===== config.mk =====
export PLATFORM = sky130hd
export DESIGN_NAME = chained_counter
export DESIGN_NICKNAME = d
export VERILOG_FILES = /design/src/rtl/slicectr_pkg.sv /design/src/rtl/cnt_slice.sv /design/src/rtl/slice_chain.sv /design/src/rtl/chained_counter.sv
export SDC_FILE = /design/constraint.sdc
export NUM_CORES = 1
export LEC_CHECK = 0
export ABC_AREA = 1
export BUFFER_PORTS_ARGS = -buffer_cell sky130_fd_sc_hd__clkbuf_2
export CAP_MARGIN = 15
export CORE_MARGIN = 10
export CORE_UTILIZATION = 48
export CTS_CLUSTER_SIZE = 24
export DETAILED_ROUTE_END_ITERATION = 16
export GPL_TIMING_DRIVEN = 1
export HOLD_SLACK_MARGIN = 0.08
export PLACE_DENSITY = 0.82
export RECOVER_POWER = 50
export SKIP_CTS_REPAIR_TIMING = 1
export SLEW_MARGIN = 20
export SYNTH_ARGS = -nofsm -noshare
export SYNTH_HDL_FRONTEND = slang
export SYNTH_SLANG_ARGS = --single-unit

===== constraint.sdc =====
create_clock -name clk -period 1.9 [get_ports clk]
set_input_delay 0.19 -clock clk [delete_from_list [all_inputs] [get_ports clk]]
set_output_delay 0.19 -clock clk [all_outputs]
set_load 0.005 [all_outputs]

===== src/rtl/slicectr_pkg.sv =====
package slicectr_pkg;

  localparam int SLICE_W = 4;

  typedef logic [SLICE_W-1:0] nib_t;

  typedef enum logic [1:0] {
    ACT_HOLD  = 2'd0,
    ACT_COUNT = 2'd1,
    ACT_LOAD  = 2'd2,
    ACT_CLEAR = 2'd3
  } act_e;

  // Priority decode: clear, then load, then count, else hold.
  function automatic act_e pick_act(input logic clr_n, input logic ld_n,
                                    input logic gate, input logic cy_in);
    act_e a;
    if (!clr_n)               a = ACT_CLEAR;
    else if (!ld_n)           a = ACT_LOAD;
    else if (gate && cy_in)   a = ACT_COUNT;
    else                      a = ACT_HOLD;
    return a;
  endfunction

  // Next value of one slice for a chosen action.
  function automatic nib_t next_nib(input act_e a, input nib_t cur,
                                    input nib_t d);
    nib_t n;
    case (a)
      ACT_CLEAR: n = '0;
      ACT_LOAD:  n = d;
      ACT_COUNT: n = cur + nib_t'(1);
      default:   n = cur;
    endcase
    return n;
  endfunction

  // Slice at its top value.
  function automatic logic nib_full(input nib_t v);
    return &v;
  endfunction

endpackage


===== src/rtl/cnt_slice.sv =====
module cnt_slice
  import slicectr_pkg::*;
(
  input  logic clk,
  input  logic clr_n,
  input  logic ld_n,
  input  logic gate,
  input  logic cy_in,
  input  nib_t ld_d,
  output nib_t q,
  output logic cy_out
);

  nib_t q_r;
  act_e act;
  logic do_clear, do_load, do_count, do_hold;
  logic primed = 1'b0;

  always_comb act = pick_act(clr_n, ld_n, gate, cy_in);

  assign do_clear = (act == ACT_CLEAR);
  assign do_load  = (act == ACT_LOAD);
  assign do_count = (act == ACT_COUNT);
  assign do_hold  = (act == ACT_HOLD);

  always_ff @(posedge clk) begin
    q_r <= next_nib(act, q_r, ld_d);
  end

  always_ff @(posedge clk) begin
    if (!clr_n) primed <= 1'b1;
  end

  assign q      = q_r;
  assign cy_out = nib_full(q_r) & cy_in;


  slice_clear_chk: assert property (@(posedge clk)
    do_clear |=> (q == '0));


  slice_load_chk: assert property (@(posedge clk) disable iff (!primed)
    do_load |=> (q == $past(ld_d)));


  slice_step_chk: assert property (@(posedge clk) disable iff (!primed)
    (clr_n && ld_n && gate && cy_in) |=> (q == $past(q) + nib_t'(1)));


  slice_hold_chk: assert property (@(posedge clk) disable iff (!primed)
    do_hold |=> $stable(q));


  slice_cy_chk: assert property (@(posedge clk) disable iff (!primed)
    cy_out |-> (cy_in && q == '1));

  slice_onehot_chk: assert property (@(posedge clk)
    $onehot({do_clear, do_load, do_count, do_hold}));

endmodule


===== src/rtl/slice_chain.sv =====
module slice_chain
  import slicectr_pkg::*;
#(
  parameter int NUM_SLICES = 3,
  localparam int W = NUM_SLICES * SLICE_W
) (
  input  logic         clk,
  input  logic         clr_n,
  input  logic         ld_n,
  input  logic         gate,
  input  logic [W-1:0] ld_val,
  output logic [W-1:0] cnt_val,
  output logic         cy_top
);

  logic [NUM_SLICES:0] cy;
  logic primed = 1'b0;

  assign cy[0] = 1'b1;

  always_ff @(posedge clk) begin
    if (!clr_n) primed <= 1'b1;
  end

  for (genvar k = 0; k < NUM_SLICES; k++) begin : g_slice
    nib_t q_k;
    cnt_slice u_slice (
      .clk    (clk),
      .clr_n  (clr_n),
      .ld_n   (ld_n),
      .gate   (gate),
      .cy_in  (cy[k]),
      .ld_d   (ld_val[k*SLICE_W +: SLICE_W]),
      .q      (q_k),
      .cy_out (cy[k+1])
    );
    assign cnt_val[k*SLICE_W +: SLICE_W] = q_k;
  end

  for (genvar k = 1; k <= NUM_SLICES; k++) begin : g_chk

    chain_lower_full_chk: assert property (@(posedge clk) disable iff (!primed)
      cy[k] |-> (&cnt_val[k*SLICE_W-1:0]));


    no_stuck_carry_chk: assert property (@(posedge clk) disable iff (!primed)
      (cy[k] && gate && clr_n && ld_n) |=> !cy[k]);
  end

  assign cy_top = cy[NUM_SLICES];

endmodule


===== src/rtl/chained_counter.sv =====
module chained_counter
  import slicectr_pkg::*;
#(
  parameter int NUM_SLICES = 3,
  localparam int W = NUM_SLICES * SLICE_W
) (
  input  logic         clk,
  input  logic         clr_n,
  input  logic         ld_n,
  input  logic         run_en,
  input  logic [W-1:0] ld_val,
  output logic [W-1:0] cnt_val,
  output logic         term_cy
);

  logic chain_cy;
  logic primed = 1'b0;

  slice_chain #(.NUM_SLICES(NUM_SLICES)) u_chain (
    .clk     (clk),
    .clr_n   (clr_n),
    .ld_n    (ld_n),
    .gate    (run_en),
    .ld_val  (ld_val),
    .cnt_val (cnt_val),
    .cy_top  (chain_cy)
  );

  assign term_cy = chain_cy & run_en;

  always_ff @(posedge clk) begin
    if (!clr_n) primed <= 1'b1;
  end


  top_clear_chk: assert property (@(posedge clk)
    !clr_n |=> (cnt_val == '0));


  top_load_chk: assert property (@(posedge clk) disable iff (!primed)
    (clr_n && !ld_n) |=> (cnt_val == $past(ld_val)));


  top_incr_chk: assert property (@(posedge clk) disable iff (!primed)
    (clr_n && ld_n && run_en) |=> (cnt_val == $past(cnt_val) + W'(1)));


  top_hold_chk: assert property (@(posedge clk) disable iff (!primed)
    (clr_n && ld_n && !run_en) |=> $stable(cnt_val));


  term_cy_chk: assert property (@(posedge clk) disable iff (!primed)
    term_cy == (run_en && (cnt_val == '1)));

endmodule


After elaboration in Yosys (flattened, before gate mapping)
Index checks and enable logic that the tools add are counted.
- word-level logic and storage cells: 38
- input bits: 16
- bits in registers: 12
- output and inout port bits: 13
- reduce and logical (&&, ||, !) cells: 8
- eq/ne operators: 9
- add/subtract/negate cells: 3
- bitwise operators: 3
- mux-type cells: 12
- operator list (kind ; number):
    4-bit one-hot mux with 3 select lines ; 3
    4-bit by 1-bit adder with 4-bit output (second input constant) ; 3
    2-bit equality test (second input constant) ; 6
    2-bit two-way mux ; 6
    4-bit AND reduction ; 3
    3-bit nonzero test ; 3
    2-bit by 1-bit equality test with 1-bit output (second input constant) ; 3
    1-bit AND ; 3
    1-bit two-way mux ; 3
    1-bit logical AND ; 2

Longest topological paths before layout
Gate-level depths: netlist (run 1).
- depth after elaboration: 8
- mapped depth: 10
- depth with buffers taken out: 10

By module
From an unflattened synthesis (run 1), not the netlist that was laid out.
- cell total of the unflattened synthesis: 93
- area, all modules: 788.3 um^2
- modules (own cells, without submodules) (module ; cells an instance ; times used ; area each (um^2) ; sequential area each (um^2)):
    cnt_slice ; 30 ; 3 ; 259.0 ; 120.1
    chained_counter ; 2 ; 1 ; 7.5 ; 0.0
    slice_chain ; 1 ; 1 ; 3.8 ; 0.0

Worst setup path after synthesis (run 1)
OpenSTA, ideal clock, no wires.
- path kind: reg2reg
- start point: register u_chain.g_slice[0].u_slice.q_r[0]
- end point: register u_chain.g_slice[2].u_slice.q_r[0] (data pin)
- clock period less this slack: 1679 ps
- stages on the path, launching flop included: 10
- buffers on the path: 0
- arrival time: 1425 ps
- slack: 221 ps
- library setup time: 255 ps
- required time: 1645 ps
- cell sequence: edfxtp_1 -> ha_1 -> nand3_1 -> a21oi_4 -> nand2_2 -> inv_2 -> ha_1 -> inv_1 -> a2bb2oi_1 -> nor2_1
- longest elaborated chain between the ends: 8
- elaborated cells on any way between the ends: 10
- classes of those cells: eq/ne: 3; mux: 4; bitwise: 1; reduce/logical: 2
- ends and longest elaborated chain (what ; line ; RTL):
    from (decl) ; cnt_slice.sv:14 ; nib_t q_r;
    from (signal assigned) ; cnt_slice.sv:27 ; q_r <= next_nib(act, q_r, ld_d);
    4-bit AND reduction * ; slicectr_pkg.sv:40 ; return &v;
    1-bit AND * ; cnt_slice.sv:35 ; assign cy_out = nib_full(q_r) & cy_in;
    1-bit logical AND * ; slicectr_pkg.sv:20 ; else if (gate && cy_in) a = ACT_COUNT;
    1-bit two-way mux * ; slicectr_pkg.sv:20 ;
    2-bit two-way mux * ; slicectr_pkg.sv:19 ; else if (!ld_n) a = ACT_LOAD;
    2-bit two-way mux * ; slicectr_pkg.sv:18 ; if (!clr_n) a = ACT_CLEAR;
    2-bit by 1-bit equality test with 1-bit output or 2-bit equality test (tied branches) ; slicectr_pkg.sv:29 ; case (a)
    4-bit one-hot mux with 3 select lines * ; slicectr_pkg.sv:29 ;
    to (signal assigned) ; cnt_slice.sv:27 ;
    to (decl) ; cnt_slice.sv:14 ;
Every way passes the cells marked *; elsewhere a longest branch is shown, timed or not.
A chain may end at the register's enable or synchronous reset.

Final worst setup path (run 1)
- start point: register u_chain.g_slice[0].u_slice.q_r[0]
- end point: register u_chain.g_slice[2].u_slice.q_r[2] (data pin)
The elaborated chain is that of the path after synthesis.

==> metrics.cfg, run 1 <==
[synth]
avgSynthCellArea_sq_um = 9.054
ys_warn_count = 0
synth_cells = 93
syn_area_sq_um = 842.1
synth-seq-area-share = 0.4279
synthArstFlopShare = 0
synthFlopType = edfxtp_1
ys_types = 19
syn-num-nets = 118
synth-seq-cells = 12
synth_edf_count = 12

[drt]
dr.pass1.iters = 4
via_per_inst = 5.333
dr_total_vias = 752
drt_iter0_drc = 24
finalWirelength_mm = 2.038
drc_errors = 0
ant_nets = 0
wl_per_cell_um = 14.45

[sta]
holdWs_ps = 229.0
hold_viol = 0
period_share = 0.9158
finalCriticalPeriod_ps = 1740
clock.fmax_ghz = 0.5747
setup_tns_ps = 0
rsz0062_at_grt = no
finClkSkew_ps = 5.849
finalSetupViolCount = 0
report.final.slew_viol_count = 0
slew_headroom = 0.6957
timing.final.ws_setup_ps = 159.9
worst_slew_pin_slew_ps = 456.5

[global_route]
track_usage = 0.1110
grt_first_pass_wirelength_mm = 3.180
grt_overflow = 0
grt_start_max_net_pins = 9
grt_pass1_vias = 755
antenna_found_initial = 0

[setup_path]
crit_path_end_kind = flip-flop
cp_data_required_time_ps = 2030
path_max_fanout = 4
critPathMaxStageDelay_ps = 390
cp_common_cell = a21oi_1
worstPathCellList = ha_2 -> nand3_2 -> a21oi_4 -> nand2_2 -> inv_2 -> ha_4 -> inv_1 -> a21oi_1 -> o21ai_0 -> a21oi_1
worstSetupStartpointType = flip-flop
arrival_ps = 1870
critPathKind = flip-flop to flip-flop
slowest_stage = edfxtp_1

[outcome]
status = completed

[clocking]
cts_tree = built
clockRootBuffer = clkbuf_4
clk_latency_ps = 270
path_clk_slew_ps = 80
cts_buffer_depth = 2
cts_sinks = 12
h-tree-depth = 1
numCtsBuffers = 3

[floorplan]
fp.dieH_um = 61.89
dieArea_sq_mm = 0.003830
rows = 15
die_w_um = 61.89
initial_utilization = 0.4985
core_sq_mm = 0.001689
io_pins = 29

[power]
power_density_mw_per_mm2 = 634.7
ir_worst_vdd_uv = 352.8
p_leak_nw = 0.4866

[layout]
num_antenna_cells = 0
seq_area_sq_um = 360.3
final.fill_count = 164
area_growth_pct = 21.99
drive_above_1_share = 0.2500
final_nets = 151
design_area_sq_mm = 0.001027
multiInputGateArea_sq_um = 435.4
largest_reg_flops = 12

[placement]
post-place-ws_ps = 118.3
dpl.hpwl_mm = 1.611
gp_congestion = 0.7886
port_buffers = 28
placed_area_sq_um = 992.2

[run]
max-cap-violations = 0

[min_path]
hold_path.class = input port to flip-flop

[where the power goes]
| part | internal, W | switching [W] |
|---|---|---|
| Clock | 0.0000733 | 0.0000842 |
| Combinational | 0.0000633 | 0.0000755 |
| Sequential | 0.000325 | 0.0000311 |
[kinds of logic (layout without fill, tap and decap cells)]
logic type / Yosys count / in the layout / synth area share
and+or+nand+nor: 41 / 41 / 0.2288
AOI/OAI and AO/OA: 16 / 16 / 0.1337
buffers and inverters: 15 / 46 / 0.07578
DFF: 12 / 12 / 0.4279
adders and majority gates: 9 / 9 / 0.1337
[cells in the mapped netlist, types with 2 or more instances]
master,instances,area share
nand3_1,12,0.071
a2bb2oi_1,2,0.021
o21ai_0,3,0.018
nand2_1,18,0.080
ha_1,9,0.13
nand4_1,3,0.022
edfxtp_1,12,0.43
nand2_2,2,0.015
inv_1,13,0.058
nor2_1,3,0.013
a21oi_1,8,0.048
[per-layer routing]
metal	GRT usage	vias up	wire, um
met5	0	-	0
met1	0.1209	343	859
met4	0.04459	0	0
li1	-	384	-
met3	0.03862	0	143
met2	0.1918	25	1035
[cell usage in the layout, fill, tap and decap left out, drive strengths merged]
master   synthesis  layout
a21boi           1       1
a21oi            9       9
a2bb2oi          2       2
clkbuf           0      32
edfxtp          12      12
ha               9       9
inv             14      14
nand2           20      20
nand3           12      12
nand4            3       3
nor2             4       4
nor3             1       1
o21ai            4       4
or2              1       1
[final timing paths]
path         slack, ps  cells past startpoint                              end                       startpoint
min                230                      3  u_chain.g_slice[0].u_slice.q[1]                        ld_val[1]
max reg2reg        160                     10  u_chain.g_slice[2].u_slice.q[2]  u_chain.g_slice[0].u_slice.q[0]
max                160                     10  u_chain.g_slice[2].u_slice.q[2]  u_chain.g_slice[0].u_slice.q[0]
min reg2reg        680                      1  u_chain.g_slice[0].u_slice.q[0]  u_chain.g_slice[0].u_slice.q[0]
[area by class of cell]
type,instances,share of cell area
sequential,12,0.3508
clock buffer,3,0.02192
tap,17,0.02071
inverter,14,0.05116
multi-input combinational,66,0.4239
timing repair buffer,29,0.1315
[worst max-delay path, delay by kind of cell (launching register included)]
kind                       cells  cell delay (ps)
DFF                            1              390
buffers and inverters          2              130
AOI/OAI and AO/OA              4              520
and+or+nand+nor                2              200
adders and majority gates      2              360
[per-stage QoR]
step,std cells,utilization,power [W]
2_1_floorplan,93,-,0.0004331
3_3_place_gp,137,0.5874,0.0004917
3_5_place_dp,137,0.5874,0.0004973
4_1_cts,140,0.6007,0.0006503
5_1_grt,141,0.6081,0.0006962
6_report,141,0.6081,0.0006520
Power figures use the tool's default switching activity.
==> inputs of run 2 (changes only) <==
--- a/config.mk
+++ b/config.mk
@@ -13,9 +13,9 @@
 export CTS_CLUSTER_SIZE = 24
 export DETAILED_ROUTE_END_ITERATION = 16
 export GPL_TIMING_DRIVEN = 1
-export HOLD_SLACK_MARGIN = 0.08
+export HOLD_SLACK_MARGIN = 0.03
 export PLACE_DENSITY = 0.82
-export RECOVER_POWER = 50
+export RECOVER_POWER = 25
 export SKIP_CTS_REPAIR_TIMING = 1
 export SLEW_MARGIN = 20
 export SYNTH_ARGS = -nofsm -noshare
==> run 2 against run 1 <==
Sequential power barely moved. Combinational power barely moved. Clock power barely moved. Total power rose by 0.80%. Worst hold slack got worse by 4.8 ps. Flip-flop and latch count did not move. Sequential share of layout area fell by 0.21 points. Register-to-register slack barely moved. First-iteration DRC count fell by 29%. Routed wire length barely moved. Critical path type unchanged. Largest power group unchanged.
==> metrics.cfg, run 2 (same netlist as run 1, synthesis figures left out) <==
[global_route]
grt_pass1_vias = 755  ; unchanged
grt_start_max_net_pins = 9  ; unchanged
track_usage = 0.1110  ; unchanged
antenna_found_initial = 0  ; unchanged
grt_overflow = 0  ; unchanged
grt_first_pass_wirelength_mm = 3.180  ; unchanged

[clocking]
cts_sinks = 12  ; unchanged
numCtsBuffers = 3  ; unchanged
cts_tree = built
clockRootBuffer = clkbuf_4
path_clk_slew_ps = 80  ; about the same
clk_latency_ps = 280  ; about the same
h-tree-depth = 1  ; unchanged
cts_buffer_depth = 2  ; unchanged

[drt]
wl_per_cell_um = 14.44  ; about the same
via_per_inst = 5.333  ; unchanged
dr_total_vias = 752  ; unchanged
drc_errors = 0  ; unchanged
drt_iter0_drc = 17  ; -29%
ant_nets = 0  ; unchanged
dr.pass1.iters = 4  ; unchanged
finalWirelength_mm = 2.036  ; about the same

[layout]
final_nets = 151  ; unchanged
area_growth_pct = 22.73
design_area_sq_mm = 0.001033  ; +0.61%
drive_above_1_share = 0.2903  ; +0.04032
largest_reg_flops = 12  ; unchanged
mostFrequentLayoutCells = clkbuf_2 (23), nand2_1 (19), inv_1 (13), edfxtp_1 (12), nand3_1 (11)
stdcell_count = 141  ; unchanged
num_antenna_cells = 0  ; unchanged
final_common_cell = clkbuf_2

[sta]
finalCriticalPeriod_ps = 1741  ; +1.235 ps
finClkSkew_ps = 5.901  ; +0.05152 ps
hold_viol = 0  ; unchanged
setup_tns_ps = 0  ; unchanged
report.final.slew_viol_count = 0  ; unchanged
finalSetupViolCount = 0  ; unchanged
slew_headroom = 0.7051  ; +0.009454
worst_slew_pin_slew_ps = 442.3  ; -14.18 ps
timing.final.ws_setup_ps = 158.7  ; -1.235 ps
rsz0062_at_grt = no
clock.fmax_ghz = 0.5743  ; about the same
period_share = 0.9165  ; about the same

[min_path]
hp-start = ld_val[1]
hold_path.class = input port to flip-flop
min_to = u_chain.g_slice[0].u_slice.q[1]
whs_path_depth = 3  ; unchanged

[power]
power_density_mw_per_mm2 = 635.9  ; +0.19%
ir_worst_vdd_uv = 352.2  ; -0.16%
power_w = 0.0006572  ; +0.80%
p_leak_nw = 0.5031  ; +3.4%

[setup_path]
slowest_stage = edfxtp_1
worstSetupStartpointType = flip-flop
arrival_ps = 1880  ; about the same
cp_data_required_time_ps = 2030  ; about the same
critPathMaxStageDelay_ps = 390  ; about the same
crit_path_end_kind = flip-flop
cp_common_cell = a21oi_1
rr_startpoint = u_chain.g_slice[0].u_slice.q[0]
critPathKind = flip-flop to flip-flop
worstPathCellList = ha_2 -> nand3_2 -> a21oi_4 -> nand2_2 -> inv_2 -> ha_4 -> inv_1 -> a21oi_1 -> o21ai_0 -> a21oi_1
ff2ff_setup_slack_ps = 160  ; about the same
ff2ff_path_depth = 10  ; unchanged
worstReg2RegEnd = u_chain.g_slice[2].u_slice.q[2]
path_max_fanout = 4  ; unchanged

[floorplan]
fp.dieH_um = 61.89  ; unchanged
initial_utilization = 0.4985  ; unchanged
rows = 15  ; unchanged
io_pins = 29  ; unchanged
die_w_um = 61.89  ; unchanged
core_sq_mm = 0.001689  ; unchanged
dieArea_sq_mm = 0.003830  ; unchanged

[placement]
port_buffers = 28  ; unchanged
dpl.hpwl_mm = 1.611  ; unchanged
placed_area_sq_um = 992.2  ; unchanged
post-place-ws_ps = 118.3  ; unchanged
gp_congestion = 0.7886  ; unchanged
dp_cells = 137  ; unchanged

[run]
max-cap-violations = 0  ; unchanged

[outcome]
status = completed

-- run 2: how the worst max path moves through the flow --
stage	startpoint	end	slack, ps	cells after the start
2_1_floorplan	u_chain.g_slice[0].u_slice.q[0]	u_chain.g_slice[2].u_slice.q[0]	220	9
3_3_place_gp	u_chain.g_slice[1].u_slice.q[0]	u_chain.g_slice[2].u_slice.q[0]	180	9
3_5_place_dp	u_chain.g_slice[0].u_slice.q[0]	u_chain.g_slice[1].u_slice.q[0]	120	7
4_1_cts	u_chain.g_slice[0].u_slice.q[0]	u_chain.g_slice[2].u_slice.q[2]	70	10
5_1_grt	u_chain.g_slice[0].u_slice.q[0]	u_chain.g_slice[2].u_slice.q[2]	20	10
6_report	u_chain.g_slice[0].u_slice.q[0]	u_chain.g_slice[2].u_slice.q[2]	160	10
-- run 2: metal layers --
layer,GRT usage,part of all wire
met3,0.03862,0.069
met1,0.1209,0.42
met4,0.04459,0.0039
met5,0,0
met2,0.1918,0.51
-- run 2: worst max-delay path: cells and delay by family, from the launching register on --
family | cells | cell delay [ps]
compound gates | 4 | 510
fa+ha+maj | 2 | 360
buf+inv | 2 | 130
flops | 1 | 390
simple gates | 2 | 200
-- run 2: cell type report --
type / instances / area, sq um
Fill cell: 159 / 655.6
Multi-Input combinational cell: 66 / 435.4
Sequential cell: 12 / 360.3
Timing Repair Buffer: 29 / 141.4
Inverter: 14 / 52.55
Clock buffer: 3 / 22.52
Tap cell: 17 / 21.27
-- run 2: where the power goes --
| group | total (W) | switching, W | internal [W] |
|---|---|---|---|
| clock | 0.000160 | 0.0000866 | 0.0000734 |
| combinational | 0.000141 | 0.0000754 | 0.0000659 |
| sequential | 0.000356 | 0.0000312 | 0.000325 |
| total | 0.000657 | 0.000193 | 0.000464 |
-- run 2: stage by stage --
stage	hold WS (ps)	utilization
6_report	224.2	0.6119
5_1_grt	226.4	0.6119
3_5_place_dp	507.0	0.5874
2_1_floorplan	406.7	-
3_3_place_gp	495.7	0.5874
4_1_cts	228.3	0.6007
